## config.mk

```make
export PLATFORM = sky130hd
export DESIGN_NAME = tick_irq_arbiter
export DESIGN_NICKNAME = d
export VERILOG_FILES = /design/src/rtl/tia_pkg.sv /design/src/rtl/pend_counter.sv /design/src/rtl/inject_gate.sv /design/src/rtl/tick_irq_arbiter.sv
export SDC_FILE = /design/constraint.sdc
export NUM_CORES = 1
export LEC_CHECK = 0
export ABC_CLOCK_PERIOD_IN_PS = 3400
export BUFFER_PORTS_ARGS = -buffer_cell sky130_fd_sc_hd__buf_2
export CAP_MARGIN = 20
export CORE_MARGIN = 5
export CORE_UTILIZATION = 50
export CTS_CLUSTER_DIAMETER = 40
export CTS_CLUSTER_SIZE = 8
export DETAILED_ROUTE_END_ITERATION = 8
export PLACE_DENSITY_LB_ADDON = 0.3
export SLEW_MARGIN = 20
export SYNTH_ARGS = -nofsm -noshare
export SYNTH_HDL_FRONTEND = slang
export SYNTH_HIERARCHICAL = 1
export SYNTH_SLANG_ARGS = --single-unit
```

## constraint.sdc

```tcl
create_clock -name clk -period 3.4 [get_ports clk]
set_input_delay 0.68 -clock clk [delete_from_list [all_inputs] [get_ports clk]]
set_output_delay 0.68 -clock clk [all_outputs]
set_load 0.01 [all_outputs]
```

## src/rtl/tia_pkg.sv

```systemverilog
package tia_pkg;
  localparam int DEF_CNT_W = 8;

  typedef enum logic [1:0] {
    CNT_HOLD = 2'd0,
    CNT_INC  = 2'd1,
    CNT_DEC  = 2'd2,
    CNT_CLR  = 2'd3
  } cnt_op_e;
endpackage

```

## src/rtl/pend_counter.sv

```systemverilog
module pend_counter
  import tia_pkg::*;
#(
  parameter int CNT_W = DEF_CNT_W
) (
  input  logic clk,
  input  logic rst,
  input  logic tick_i,
  input  logic ack_i,
  input  logic clr_i,
  output logic nz_o
);
  localparam logic [CNT_W-1:0] CNT_MAX = {CNT_W{1'b1}};

  logic [CNT_W-1:0] cnt_q, cnt_d;
  cnt_op_e op;

  always_comb begin
    if (clr_i)                op = CNT_CLR;
    else if (tick_i && !ack_i) op = CNT_INC;
    else if (ack_i && !tick_i) op = CNT_DEC;
    else                      op = CNT_HOLD;
  end

  always_comb begin
    unique case (op)
      CNT_CLR: cnt_d = '0;
      CNT_INC: cnt_d = (cnt_q == CNT_MAX) ? cnt_q : cnt_q + 1'b1;
      CNT_DEC: cnt_d = (cnt_q == '0) ? cnt_q : cnt_q - 1'b1;
      default: cnt_d = cnt_q;
    endcase
  end

  always_ff @(posedge clk) begin
    if (rst) cnt_q <= '0;
    else     cnt_q <= cnt_d;
  end

  assign nz_o = (cnt_q != '0);

  // a full count stays full under a lone tick
  a_r3_no_wrap: assert property (@(posedge clk) disable iff (rst)
    (cnt_q == CNT_MAX && tick_i && !ack_i && !clr_i) |=> (cnt_q == CNT_MAX));

  // an empty count never goes below zero
  a_r4_floor: assert property (@(posedge clk) disable iff (rst)
    (cnt_q == '0 && !tick_i) |=> (cnt_q == '0));

  // reload empties the count
  a_r9_reload_clears: assert property (@(posedge clk) disable iff (rst)
    clr_i |=> (cnt_q == '0));
endmodule

```

## src/rtl/inject_gate.sv

```systemverilog
module inject_gate (
  input  logic clk,
  input  logic rst,
  input  logic req_i,
  input  logic ack_i,
  input  logic reload_i,
  input  logic pend_nz_i,
  output logic irq_o
);
  logic acked_q, irq_q, fire;

  assign fire = req_i && pend_nz_i && acked_q && !reload_i;

  always_ff @(posedge clk) begin
    if (rst || reload_i) begin
      acked_q <= 1'b1;
      irq_q   <= 1'b0;
    end else begin
      irq_q <= fire;
      if (fire)       acked_q <= 1'b0;
      else if (ack_i) acked_q <= 1'b1;
    end
  end

  assign irq_o = irq_q;

  // no pulse while delivery is disarmed
  a_r7_wait_ack: assert property (@(posedge clk) disable iff (rst)
    !acked_q |=> !irq_q);

  // reload re-arms and blocks a pulse
  a_r9_reload_arms: assert property (@(posedge clk) disable iff (rst)
    reload_i |=> (acked_q && !irq_q));
endmodule

```

## src/rtl/tick_irq_arbiter.sv

```systemverilog
module tick_irq_arbiter
  import tia_pkg::*;
#(
  parameter int CNT_W = DEF_CNT_W
) (
  input  logic clk,
  input  logic rst,
  input  logic tick_i,
  input  logic ack_i,
  input  logic reload_i,
  input  logic inject_req_i,
  output logic irq_o,
  output logic pending_nz_o
);
  logic cnt_nz;

  pend_counter #(.CNT_W(CNT_W)) u_cnt (
    .clk    (clk),
    .rst    (rst),
    .tick_i (tick_i),
    .ack_i  (ack_i),
    .clr_i  (reload_i),
    .nz_o   (cnt_nz)
  );

  inject_gate u_gate (
    .clk       (clk),
    .rst       (rst),
    .req_i     (inject_req_i),
    .ack_i     (ack_i),
    .reload_i  (reload_i),
    .pend_nz_i (cnt_nz),
    .irq_o     (irq_o)
  );

  assign pending_nz_o = cnt_nz;

  // an empty count cannot lead to a pulse
  a_r6_needs_pending: assert property (@(posedge clk) disable iff (rst)
    !cnt_nz |=> !irq_o);

  // every pulse lasts a single cycle
  a_r8_one_cycle: assert property (@(posedge clk) disable iff (rst)
    irq_o |=> !irq_o);
endmodule

```

==> metrics.md <==
| Metric | Value |
|---|---|
| Status | finished clean |
| Crit path DAT | 2850 ps |
| Type of origin of the critical path | input pin |
| Worst-path clk slew | 70 ps |
| Core ar. | 1960 sq um |
| First-pass GRT wire length | 3820 um |
| ANT nets after route | 0 |
| # hold bufs at CTS | 0 |
| DP Cell Count | 149 |
| Antenna violations before repair | 0 |
| Ports | 8 |
| Seq cells post-synth | 10 |
| Total Routed Length | 2290 um |
| P&R area growth vs syn | 5.46% |
| CTS Buf Count | 3 |
| Clk Latency, worst-skew pair | 270 ps |
| Net Count, Synth | 134 |
| Initial Util | 0.526 |
| Post-synthesis cell area | 1030 sq um |
| Via count | 954 |
| GR Util All Layers | 0.153 |
| Post-Layout Cell Count | 153 |
| DRC | 0 |
| Critical path endpoint category | flop |
| Setup Skew | 3.48 ps |
| Post-route design area | 1090 sq um |
| PortBufs | 7 |
| Cell Rows | 16 |
| Post-CTS setup repair buffer count | 0 |
| Worst VDD drop | 235 uV |
| Commonest cells after routing, fill and taps aside | dfxtp_1, inv_1, buf_2, a21oi_1, ha_1 |
| Placed Area | 1050 sq um |
| WHS | 520 ps |
| Die X | 55.4 um |
| DRT iter0 DRCs | 30 |
| RSZ-0062 raised after global routing | false |
| Mapped Cells | 122 |
| Via density | 6.24 |
| CP max-delay cell | a2111oi_2 |
| Register area share after synthesis | 0.194 |
| Hold Crit Class | flop to flop |
| Slew Viols, Final | 0 |
| Most area-hungry cell type in the Yosys netlist | dfxtp_1 |
| Final hold violations | 0 |
| Setup TNS | 0 ps |
| Die ar. | 3070 sq um |
| Max FO, Critical Path | 16 |
| Cell Pwr Density | 346 nW/um^2 |
| RePlAce Congestion | 0.841 |
| Pre-Repair DR Iteration Count | 4 |
| Synth Area per Inst | 8.45 sq um |
| Least-Margin Pin Slew | 418 ps |
| Max-Cap Viols | 0 |
| CTS sink count | 10 |
| Vias in the first global route | 845 |
| H-tree Lvls | 1 |
| Die Height | 55.4 um |
| Final core utilization | 0.554 |
| CP Class | input pin to flop |
| Synth top area cells | dfxtp_1, ha_1, a211o_1, a21oi_1, buf_6 |
| # setup viols final | 0 |
| WP data required | 3570 ps |
| Fmax | 373 MHz |
| Final net count | 139 |
| Yosys cell types | 48 |
| Clk buf depth | 2 |
| Layout cell share with drive strength beyond 1 | 0.190 |
| Cell Chain, Critical Path | buf_2, inv_1, a21o_1, inv_1, ha_1, buf_4, ha_1, a31oi_1, a2111oi_2, nor2b_1, o311ai_1 |
| YS warnings | 6 |
| Final period util | 0.788 |
| Gr ovfl total | 0 |
| CTS tree | yes |
| Most common cell after layout, fill and taps aside | dfxtp_1 |
| HPWL Detailed | 1700 um |
| Clk Tree Root Cell | clkbuf_4 |
| Pin count of the biggest net entering global routing | 19 |
| Post-cts sizing count | 0 |
| Antenna diodes | 0 |
| Max incr delay on CP | 420 ps |
| Tmin final | 2680 ps |
| Slew HR | 0.721 |
| Static leakage | 0.000448 uW |
| Share of Yosys cell area claimed by the top area cell type | 0.194 |
| Drt wl/cell | 14.9 um |
-- sequential cells by signal, indices dropped and copies added, names as in the netlist --
name and count:
u_cnt/cnt_q 8, u_gate/acked_q 1, u_gate/irq_o 1
-- metrics by stage --
| stage | setup WS [ps] | total power [uW] |
|---|---|---|
| 3_5_place_dp | 438 | 268 |
| 4_1_cts | 718 | 380 |
| 5_1_grt | 522 | 405 |
| 3_3_place_gp | 494 | 263 |
| 6_report | 722 | 377 |
| 2_1_floorplan | 493 | 241 |
-- path summary, 6_finish.rpt --
| check | start | to | slack [ps] | cells past startpoint |
|---|---|---|---|---|
| setup / recovery | ack_i | u_cnt/cnt_q[7]$_SDFFE_PP0P_ | 720 | 11 |
| hold / removal | u_gate/acked_q$_SDFFE_PP1P_ | u_gate/irq_o$_SDFF_PP0_ | 520 | 2 |
| setup reg to reg | u_cnt/cnt_q[1]$_SDFFE_PP0P_ | u_cnt/cnt_q[6]$_SDFFE_PP0P_ | 1180 | 7 |
| hold reg to reg | u_gate/acked_q$_SDFFE_PP1P_ | u_gate/irq_o$_SDFF_PP0_ | 520 | 2 |
-- kinds of logic (layout without fill, tap and decap cells) --
group / Yosys count / count (layout) / synth area share
simple gates: 47 / 47 / 0.322
fa+ha+maj: 6 / 6 / 0.0728
compound gates: 39 / 39 / 0.294
flops: 10 / 10 / 0.194
xor+xnor: 2 / 2 / 0.0170
mux: 1 / 1 / 0.00971
buf+inv: 17 / 21 / 0.0910
-- critical path, delay by kind of cell --
kind	cells	cell delay, ps
AOI/OAI and AO/OA	4	1010
buffers and inverters	4	470
and+or+nand+nor	1	100
adders and majority gates	2	590
-- cells in the mapped netlist (all sizes together) --
cell type,count
dfxtp,10
o311ai,3
and3b,1
or3b,3
xnor2,1
ha,6
a21o,3
a41oi,1
o2111ai,1
nor2b,3
nand2b,5
a211o,5
nor3,6
a2111oi,1
or2,1
buf,5
nand4b,1
clkbuf,4
a31oi,2
mux2i,1
a21oi,7
nand4,2
nand2,4
o21a,2
nor3b,3
or3,2
and3,1
a211oi,2
a21bo,2
o21ai,5
nor2,4
a21boi,1
inv,8
o2111a,1
nor4,5
o221ai,1
nand3,4
xor2,1
nand4bb,1
o211ai,2
or4b,1
-- report_power, final --
group | internal, uW | leakage, uW | switching [uW]
Combinational | 55.1 | 0.000346 | 70.0
Clock | 65.1 | 0.0000210 | 44.8
Sequential | 125 | 0.0000813 | 16.3
-- metal layers --
| metal | vias up | GRT usage | wire [um] |
|---|---|---|---|
| li1 | 475 | - | - |
| met1 | 437 | 0.203 | 983 |
| met2 | 38 | 0.238 | 1120 |
| met3 | 4 | 0.0513 | 157 |
| met4 | 0 | 0.0347 | 22 |
| met5 | - | 0 | 0 |
-- area by class of cell --
class                   instances  area [sq um]
flip-flops and latches         10           200
repair buffers                  9          50.0
fillers                       205           875
clock buffers                   4          36.3
inverters                       8          30.0
multi-input cells              95           737
well taps                      27          33.8
Power figures use the tool's default switching activity.
